[src/rtl/mbx_irq_pkg.sv]
package mbx_irq_pkg;

  // Strobes passed from the access decoder to the flag registers
  typedef struct packed {
    logic setL;  // right side wrote the left mailbox
    logic clrL;  // left side read the left mailbox
    logic setR;  // left side wrote the right mailbox
    logic clrR;  // right side read the right mailbox
  } mbxStrobe_t;

  localparam int NUM_SIDES = 2;
  localparam int SIDE_L    = 0;
  localparam int SIDE_R    = 1;

  // A side is selected when the low enable is 0 and the high enable is 1
  function automatic logic sideSelected(input logic ce0N, input logic ce1);
    return (~ce0N) & ce1;
  endfunction

endpackage

[src/rtl/mbx_irq_ctrl.sv]
module mbx_irq_ctrl
  import mbx_irq_pkg::*;
#(
  parameter int AW = 18
) (
  input  logic [NUM_SIDES-1:0][AW-1:0] addr,
  input  logic [NUM_SIDES-1:0]         ce0N,
  input  logic [NUM_SIDES-1:0]         ce1,
  input  logic [NUM_SIDES-1:0]         rdWrN,
  output mbxStrobe_t                   strobe
);

  localparam logic [AW-1:0] LEFT_BOX  = {AW{1'b1}};
  localparam logic [AW-1:0] RIGHT_BOX = LEFT_BOX - 1'b1;

  logic [NUM_SIDES-1:0] writesPeer;
  logic [NUM_SIDES-1:0] readsOwn;

  for (genvar p = 0; p < NUM_SIDES; p++) begin : g_side
    localparam logic [AW-1:0] OWN_BOX  = (p == SIDE_L) ? LEFT_BOX : RIGHT_BOX;
    localparam logic [AW-1:0] PEER_BOX = (p == SIDE_L) ? RIGHT_BOX : LEFT_BOX;

    logic active;
    assign active        = sideSelected(ce0N[p], ce1[p]);
    assign writesPeer[p] = active & ~rdWrN[p] & (addr[p] == PEER_BOX);
    assign readsOwn[p]   = active &  rdWrN[p] & (addr[p] == OWN_BOX);
  end

  always_comb begin
    strobe.setL = writesPeer[SIDE_R];
    strobe.clrL = readsOwn[SIDE_L];
    strobe.setR = writesPeer[SIDE_L];
    strobe.clrR = readsOwn[SIDE_R];
  end

endmodule

[src/rtl/mbx_irq_flags.sv]
module mbx_irq_flags
  import mbx_irq_pkg::*;
(
  input  logic                 clk,
  input  logic                 mrstN,
  input  mbxStrobe_t           strobe,
  output logic [NUM_SIDES-1:0] intN
);

  logic [NUM_SIDES-1:0] setVec;
  logic [NUM_SIDES-1:0] clrVec;
  logic [NUM_SIDES-1:0] flag;

  assign setVec[SIDE_L] = strobe.setL;
  assign setVec[SIDE_R] = strobe.setR;
  assign clrVec[SIDE_L] = strobe.clrL;
  assign clrVec[SIDE_R] = strobe.clrR;

  for (genvar p = 0; p < NUM_SIDES; p++) begin : g_flag
    // Set has priority over clear so that a fresh message is never dropped
    always_ff @(posedge clk or negedge mrstN) begin
      if (!mrstN)         flag[p] <= 1'b0;
      else if (setVec[p]) flag[p] <= 1'b1;
      else if (clrVec[p]) flag[p] <= 1'b0;
    end
    assign intN[p] = ~flag[p];
  end

endmodule

[src/rtl/mbx_irq.sv]
module mbx_irq
  import mbx_irq_pkg::*;
#(
  parameter int AW = 18
) (
  input  logic          clk,
  input  logic          mrstN,
  input  logic [AW-1:0] lAddr,
  input  logic          lCe0N,
  input  logic          lCe1,
  input  logic          lRdWrN,
  input  logic [AW-1:0] rAddr,
  input  logic          rCe0N,
  input  logic          rCe1,
  input  logic          rRdWrN,
  output logic          lIntN,
  output logic          rIntN
);

  mbxStrobe_t                   strobe;
  logic [NUM_SIDES-1:0]         intVec;
  logic [NUM_SIDES-1:0][AW-1:0] addrVec;

  assign addrVec[SIDE_L] = lAddr;
  assign addrVec[SIDE_R] = rAddr;

  mbx_irq_ctrl #(.AW(AW)) u_ctrl (
    .addr   (addrVec),
    .ce0N   ({rCe0N, lCe0N}),
    .ce1    ({rCe1, lCe1}),
    .rdWrN  ({rRdWrN, lRdWrN}),
    .strobe (strobe)
  );

  mbx_irq_flags u_flags (
    .clk    (clk),
    .mrstN  (mrstN),
    .strobe (strobe),
    .intN   (intVec)
  );

  assign lIntN = intVec[SIDE_L];
  assign rIntN = intVec[SIDE_R];

endmodule

[config.mk]
export PLATFORM = sky130hd
export DESIGN_NAME = mbx_irq
export DESIGN_NICKNAME = d
export VERILOG_FILES = /design/src/rtl/mbx_irq_pkg.sv /design/src/rtl/mbx_irq_ctrl.sv /design/src/rtl/mbx_irq_flags.sv /design/src/rtl/mbx_irq.sv
export SDC_FILE = /design/constraint.sdc
export NUM_CORES = 1
export LEC_CHECK = 0
export CAP_MARGIN = 20
export CORE_AREA = 2 2 39 41
export CTS_CLUSTER_DIAMETER = 100
export DETAILED_ROUTE_END_ITERATION = 7
export DIE_AREA = 0 0 41 43
export GPL_ROUTABILITY_DRIVEN = 0
export PLACE_DENSITY = 0.8
export SYNTH_ARGS = -nofsm -noshare
export SYNTH_HDL_FRONTEND = slang
export SYNTH_HIERARCHICAL = 1
export SYNTH_SLANG_ARGS = --single-unit
[constraint.sdc]
create_clock -name clk -period 1.25 [get_ports clk]
set_input_delay 0.25 -clock clk [delete_from_list [all_inputs] [get_ports clk]]
set_output_delay 0.25 -clock clk [all_outputs]
set_load 0.02 [all_outputs]
# Word level (Yosys, flattened, before mapping)
# Cells that the tools add are included.
dict set report word_totals {
  register_bits 2
  latchBits 0
  ram_bits 0
  romBits 0
  input_bits 44
  out_inout_bits 2
  word_cells 28
  n_memories 0
}
dict set report classes {
  n_addsub 0
  n_mul 0
  div 0
  n_lt_le_gt_ge 0
  eq_ne 4
  shift 0
  mux 4
  n_bitwise 16
  reduce_logical 2
}
# op count
set op_table {}
lappend op_table {{18-bit equality test (second input constant)} 4}
lappend op_table {{1-bit bitwise AND} 10}
lappend op_table {{1-bit inverter} 6}
lappend op_table {{1-bit two-way mux} 4}
lappend op_table {{2-bit nonzero test} 2}

# Logic depth before layout (Yosys ltp)
# Gate-level depths: netlist (run 1).
dict set report depth {
  depth_word 6
  depth_mapped 4
  mapped_depth_nobuf 4
}

# Modules after synthesis
# Netlist (run 1), hierarchy kept.
# mod n_inst cells_per_inst area_per_inst_um2 seq_area_each_um2
set modules_own_cells {}
lappend modules_own_cells {mbx_irq_ctrl 1 18 135.1 0.0}
lappend modules_own_cells {mbx_irq_flags 1 6 80.1 50.0}

# Worst setup path before layout (run 1)
# No wires, ideal clock.
dict set report synth_path {
  path_type {input -> register}
  start {input port rCe0N}
  end {register u_flags.flag[1]}
  setup_time_ns 0.124
  t_arrival_ns 0.956
  t_required_ns 1.126
  slack_ns 0.170
  stages 4
  n_path_buf 0
  path_cell_list {nand4b_1 nor4_1 and4b_1 o21bai_2}
}
# element line
set synth_rtl {}
lappend synth_rtl {{from (decl)} mbx_irq.sv:13} ;# input logic rCe0N,
lappend synth_rtl {{to (signal, indexed assignment)} mbx_irq_flags.sv:22} ;# if (!mrstN) flag[p] <= 1'b0;
lappend synth_rtl {{to (signal, indexed assignment)} mbx_irq_flags.sv:23} ;# else if (setVec[p]) flag[p] <= 1'b1;
lappend synth_rtl {{to (signal, indexed assignment)} mbx_irq_flags.sv:24} ;# else if (clrVec[p]) flag[p] <= 1'b0;
lappend synth_rtl {{to (decl)} mbx_irq_flags.sv:12} ;# logic [NUM_SIDES-1:0] flag;

# Final worst setup path (run 1)
dict set report layout_path {
  start {register u_flags.flag[1]}
  end {output port rIntN}
}
dict set report layout_via {
  elab_chain_cells 1
}
# element line
set layout_rtl {}
lappend layout_rtl {{1-bit inverter} mbx_irq_flags.sv:26} ;# assign intN[p] = ~flag[p];
lappend layout_rtl {{to (decl)} mbx_irq.sv:17} ;# output logic rIntN
# No other way between the ends.

==> results of run 1 <==
worst max-delay path, stage by stage (launching register included):
cell and delay (ns):
dfrtp_1 0.36, inv_2 0.05, dlygate4sd2_1 0.32
routing by layer:
| metal | routed length [um] | up-vias | part of all wire (%) | global-route usage [%] |
|---|---|---|---|---|
| li1 | - | 203 | - | - |
| met1 | 229 | 182 | 25 | 8.57 |
| met2 | 549 | 30 | 60 | 25.6 |
| met3 | 124 | 2 | 14 | 1.05 |
| met4 | 14 | 0 | 1.5 | 8.00 |
| met5 | 0 | - | 0 | 0 |
path summary, 6_finish.rpt:
path                                 start  cells after the start              end  slack (ns)
setup / recovery           u_flags/flag[1]                      2            rIntN        0.05
hold / removal                       mrstN                      1  u_flags/flag[1]        0.19
hold reg to reg            u_flags/flag[0]                      3  u_flags/flag[0]        0.60
max in group asynchronous            mrstN                      1  u_flags/flag[0]        0.94
setup reg to reg           u_flags/flag[1]                      3  u_flags/flag[1]        0.57
min in group clk                  lAddr[7]                      5  u_flags/flag[0]        0.57
power by group through the flow:
stage / sequential [mW] / combinational, mW / clock (mW)
6_report: 0.0653 / 0.120 / 0.140
5_1_grt: 0.0652 / 0.132 / 0.149
4_1_cts: 0.0652 / 0.126 / 0.147
3_5_place_dp: 0.0659 / 0.147 / 0
3_3_place_gp: 0.0659 / 0.143 / 0
2_1_floorplan: 0.0659 / 0.00927 / 0
cell families (layout without fill, tap and decap cells):
group                  count (synthesis)  in the layout
AO/OA/AOI/OAI                          2              2
buffers and inverters                  2             52
flip-flops                             2              2
AND/OR/NAND/NOR                       18             18
synthesized netlist by cell type:
| master | count | area (um2) |
|---|---|---|
| o21bai_2 | 2 | 22.5 |
| inv_2 | 1 | 3.75 |
| and2_1 | 1 | 6.26 |
| dfrtp_1 | 2 | 50.1 |
| and4b_1 | 2 | 20.0 |
| nand4_1 | 5 | 31.3 |
| nor4_1 | 1 | 6.26 |
| inv_1 | 1 | 3.75 |
| and4_1 | 1 | 8.76 |
| nor4_2 | 1 | 12.5 |
| nand2_1 | 1 | 3.75 |
| nand3_1 | 2 | 10.0 |
| nor4b_2 | 1 | 15.0 |
| nand4b_1 | 2 | 17.5 |
| nor2_1 | 1 | 3.75 |
cell type report:
cell class | count | area, um2
clock buffers | 3 | 22.5
fillers | 148 | 649
inverters | 2 | 7.51
multi-input cells | 20 | 169
flip-flops and latches | 2 | 50.0
well taps | 16 | 20.0
repair buffers | 47 | 465
through the flow:
stage / total power, mW / hold slack (ns) / std cells / area [um2]
final: 0.325 / 0.193 / 90 / 734
after global routing: 0.346 / 0.203 / 90 / 734
after CTS: 0.339 / 0.190 / 90 / 707
after detailed placement: 0.213 / 0.424 / 87 / 701
after global placement: 0.209 / 0.427 / 87 / 701
after floorplan: 0.0752 / -0.0456 / 24 / 215
what timing repair did:
action,CTS,global route
pin swaps,10,7
resized for setup,24,12
setup endpoints to repair,4,3
buffers inserted,0,0
==> impl_metrics.json, run 1 <==
{
  "grt_pass1_wl_um": 1520,
  "grt_pass1_vias": 471,
  "grt_antenna_before_repair": 0,
  "port_buffers": 45,
  "worst_slack_ns": 0.0516,
  "n_antenna_cell": 0,
  "swShare_pct": 18.4,
  "max_freq_mhz": 834,
  "start_util_pct": 15.6,
  "top_regs": "u_flags/flag: 2 flops",
  "critPathMaxFanout": 2,
  "grt_util_all_layers_pct": 12.3,
  "mostFrequentLayoutCells": "dlygate4sd2_1, clkdlybuf4s50_1, dlymetal6s2s_1",
  "ant_nets": 0,
  "synth_area_um2": 215,
  "cts_buffers": 3,
  "path_class": "reg2out",
  "cts_tree": "built",
  "hpwl_um": 878,
  "ys_ff_latch": 2,
  "hold_viol": 0,
  "synth_xor_area_share_pct": 0,
  "maxSlewViolCount": 0,
  "internal_power_uw": 265,
  "synth_compound_area_share_pct": 10.5,
  "worstSkewPairLatency_ns": 0.22,
  "rsz0062_at_grt": "false",
  "syn_area_per_cell_um2": 8.97,
  "slew_headroom_pct": 84.4,
  "viasPerCell": 4.63,
  "drt-wirelength-per-cell_um": 10.2,
  "combPwrFrac_pct": 36.8,
  "max_cap_violations": 0,
  "synth_adder_area_share_pct": 0,
  "power_frac_clock_pct": 43.1,
  "max-vdd-ir-drop_mv": 0.298,
  "syn2layout_area_growth_pct": 241,
  "hp-class": "in2async",
  "post-route-period-util_pct": 95.9,
  "htree_levels": 1,
  "startpoint_type": "flip-flop",
  "tightest_slew_ns": 0.232,
  "ys_types": 15,
  "syn_nets": 68,
  "cp_data_arrival_time_ns": 0.95,
  "outcome": "finished, final reports clean",
  "die_y_um": 43,
  "dr.pass1.iters": 1,
  "dr_total_vias": 417,
  "grt.overflow.total": 0,
  "fin_nets": 120,
  "cellPowerDensity_nw_per_um2": 443,
  "clkTransAtPathRegs_ns": 0.03,
  "grt_max_degree": 3,
  "fp.dieW_um": 41,
  "cts_root_buf": "clkbuf_4",
  "io_pins": 46,
  "final_common_cell": "dlygate4sd2_1",
  "drt-total-wl_um": 917,
  "drt_iter0_drc": 0,
  "synth_top_family_by_area": "simple AND/OR/NAND/NOR gates",
  "p_leak_nw": 0.393,
  "drc": 0,
  "p_seq_share_pct": 20.1,
  "power_switching_uw": 60.0,
  "final_core_util_pct": 53.1,
  "synth_warnings": 6,
  "clock_path_buffers": 2,
  "cts_sinks": 2,
  "synth_cells": 24,
  "regMostFlops": "u_flags/flag",
  "synthSimpleGateAreaFrac_pct": 62.8,
  "crit_required_ns": 1.00,
  "setup_viol": 0,
  "critPathCaptureType": "output pin",
  "fin_crit_ns": 1.20,
  "synth_mux_area_share_pct": 0,
  "finClkSkew_ns": 0,
  "final.setup.tns_ns": 0,
  "die_area_um2": 1760,
  "placementRows": 14,
  "ys_seq_area_share_pct": 23.3,
  "pre_cts_ws_ns": -0.364,
  "core-area_um2": 1380,
  "drive_above_1_share_pct": 16.2,
  "largest_register_ffs": 2,
  "ctsHoldBuffers": 0
}
Note: power is estimated with default switching activity, not from simulation.
==> inputs of run 2 (changes only) <==
--- a/config.mk
+++ b/config.mk
@@ -6,12 +6,12 @@
 export NUM_CORES = 1
 export LEC_CHECK = 0
 export CAP_MARGIN = 20
-export CORE_AREA = 2 2 39 41
+export CORE_AREA = 8 8 45 47
 export CTS_CLUSTER_DIAMETER = 100
 export DETAILED_ROUTE_END_ITERATION = 7
-export DIE_AREA = 0 0 41 43
+export DIE_AREA = 0 0 53 55
 export GPL_ROUTABILITY_DRIVEN = 0
-export PLACE_DENSITY = 0.8
+export PLACE_DENSITY = 0.72
 export SYNTH_ARGS = -nofsm -noshare
 export SYNTH_HDL_FRONTEND = slang
 export SYNTH_HIERARCHICAL = 1
==> run 2 against run 1 <==
Compared with the run above: register-to-register slack hardly changed; critical path depth stayed put; utilization is 0.63 points lower; critical endpoint unchanged.
==> impl_metrics.json, run 2 (same netlist as run 1, synthesis figures left out) <==
{
  "hpwl_um": 1110,
  "dr.pass1.iters": 2,
  "max-vdd-ir-drop_mv": 0.322,
  "cellPowerDensity_nw_per_um2": 445,
  "crit_required_ns": 1.00,
  "start_util_pct": 15.6,
  "grt.overflow.total": 0,
  "cts_root_buf": "clkbuf_4",
  "clkTransAtPathRegs_ns": 0.03,
  "outcome": "finished, final reports clean",
  "clock_path_buffers": 2,
  "crit_buf_inv": 2,
  "top_layer": "met3",
  "critPathCaptureType": "output pin",
  "core-area_um2": 1380,
  "path_class": "reg2out",
  "stdcell_count": 90,
  "worstPathCellList": "inv_2, dlygate4sd2_1",
  "htree_levels": 1,
  "wl_met1_um": 371,
  "hold_viol": 0,
  "dr_total_vias": 405,
  "wl_met3_um": 214,
  "largest_register_ffs": 2,
  "fin_crit_ns": 1.21,
  "wl_met2_um": 618,
  "drt_iter0_drc": 1,
  "port_buffers": 45,
  "ff2ff_setup_slack_ns": 0.56,
  "total_power_uw": 323,
  "endpoint": "rIntN",
  "path_delay_family": "buffers and inverters",
  "slew_headroom_pct": 85.0,
  "grt_pass1_vias": 490,
  "io_pins": 46,
  "rsz0062_at_grt": "false",
  "die_area_um2": 2920,
  "final_common_cell": "dlygate4sd2_1",
  "cp_data_arrival_time_ns": 0.96,
  "nFillCells": 144,
  "fin_nets": 120,
  "startpoint": "u_flags/flag[1]",
  "crit_path_max_incr_delay_ns": 0.36,
  "drc": 0,
  "cts_sinks": 2,
  "drt-wirelength-per-cell_um": 13.4,
  "drive_above_1_share_pct": 16.2,
  "post-route-period-util_pct": 96.6,
  "place_inst": 87,
  "viasPerCell": 4.50,
  "maxSlewViolCount": 0,
  "cp.depth": 2,
  "worst_r2r_endpoint": "u_flags/flag[1]",
  "p_leak_nw": 0.378,
  "worstSkewPairLatency_ns": 0.22,
  "mostFrequentLayoutCells": "dlygate4sd2_1, clkdlybuf4s50_1, dlymetal6s2s_1",
  "setup_viol": 0,
  "r2r_cells": 3,
  "finClkSkew_ns": 0,
  "max_cap_violations": 0,
  "tightest_slew_ns": 0.223,
  "drt-total-wl_um": 1200,
  "cts_tree": "built",
  "final.setup.tns_ns": 0,
  "max_freq_mhz": 828,
  "grt_max_degree": 3,
  "top_regs": "u_flags/flag: 2 flops",
  "dpl_cell_area_um2": 701,
  "grt_antenna_before_repair": 0,
  "whs_ns": 0.196,
  "grt_util_all_layers_pct": 8.74,
  "design_area_um2": 726,
  "cts_buffers": 3,
  "crit_slowest_cell": "dfrtp_1",
  "die_y_um": 55,
  "hp-class": "in2async",
  "placementRows": 14,
  "syn2layout_area_growth_pct": 237,
  "regMostFlops": "u_flags/flag",
  "ant_nets": 0,
  "n_antenna_cell": 0,
  "grt_pass1_wl_um": 1900,
  "fp.dieW_um": 53,
  "timing.rr.start": "u_flags/flag[1]",
  "startpoint_type": "flip-flop",
  "critPathMaxFanout": 2
}
## run 2: what timing repair did
| action | 4_1_cts | 5_1_grt |
|---|---|---|
| hold buffers | 0 | 0 |
| setup endpoints to repair | 4 | 2 |
| pin swaps | 10 | 6 |
| setup buffers | 0 | 0 |
| gates resized for setup | 26 | 9 |
## run 2: where the power goes
part	switching (mW)	internal (mW)	leakage [nW]	total (mW)
combinational	0.0255	0.0928	0.347	0.118
sequential	0.00000112	0.0653	0.0175	0.0653
clock	0.0336	0.106	0.0138	0.139
total	0.0591	0.264	0.378	0.323
## run 2: cell type report
| type | count | area (um2) | share of cell area [%] |
|---|---|---|---|
| clock buffers | 3 | 22.5 | 3.10 |
| inverters | 2 | 7.51 | 1.03 |
| multi-input cells | 20 | 169 | 23.3 |
| flip-flops and latches | 2 | 50.0 | 6.90 |
| well taps | 16 | 20.0 | 2.76 |
| repair buffers | 47 | 457 | 62.9 |
## run 2: metrics by stage
step	util [%]	setup slack [ns]
6_report	52.4	0.0420
5_1_grt	52.4	0.00150
3_3_place_gp	50.6	-0.353
2_1_floorplan	-	0.170
3_5_place_dp	50.6	-0.359
4_1_cts	50.9	0.0199
## run 2: per-layer routing
metal	global-route usage, %	vias up
met5	0	-
met4	5.17	0
met3	5.88	0
met2	14.8	32
met1	7.60	173
li1	-	200
## run 2: worst min path at each step
stage                     depth (start not counted)  start               to
after floorplan                                   0  mrstN  u_flags/flag[0]
after global placement                            1  mrstN  u_flags/flag[0]
after detailed placement                          1  mrstN  u_flags/flag[1]
after CTS                                         1  mrstN  u_flags/flag[0]
after global routing                              1  mrstN  u_flags/flag[1]
final                                             1  mrstN  u_flags/flag[0]
## run 2: worst register-to-register path: cells and delay by family (launching register included)
| family | cells | cell delay (ns) |
|---|---|---|
| AO/OA/AOI/OAI | 1 | 0.06 |
| buffers and inverters | 2 | 0.14 |
| flip-flops | 1 | 0.36 |
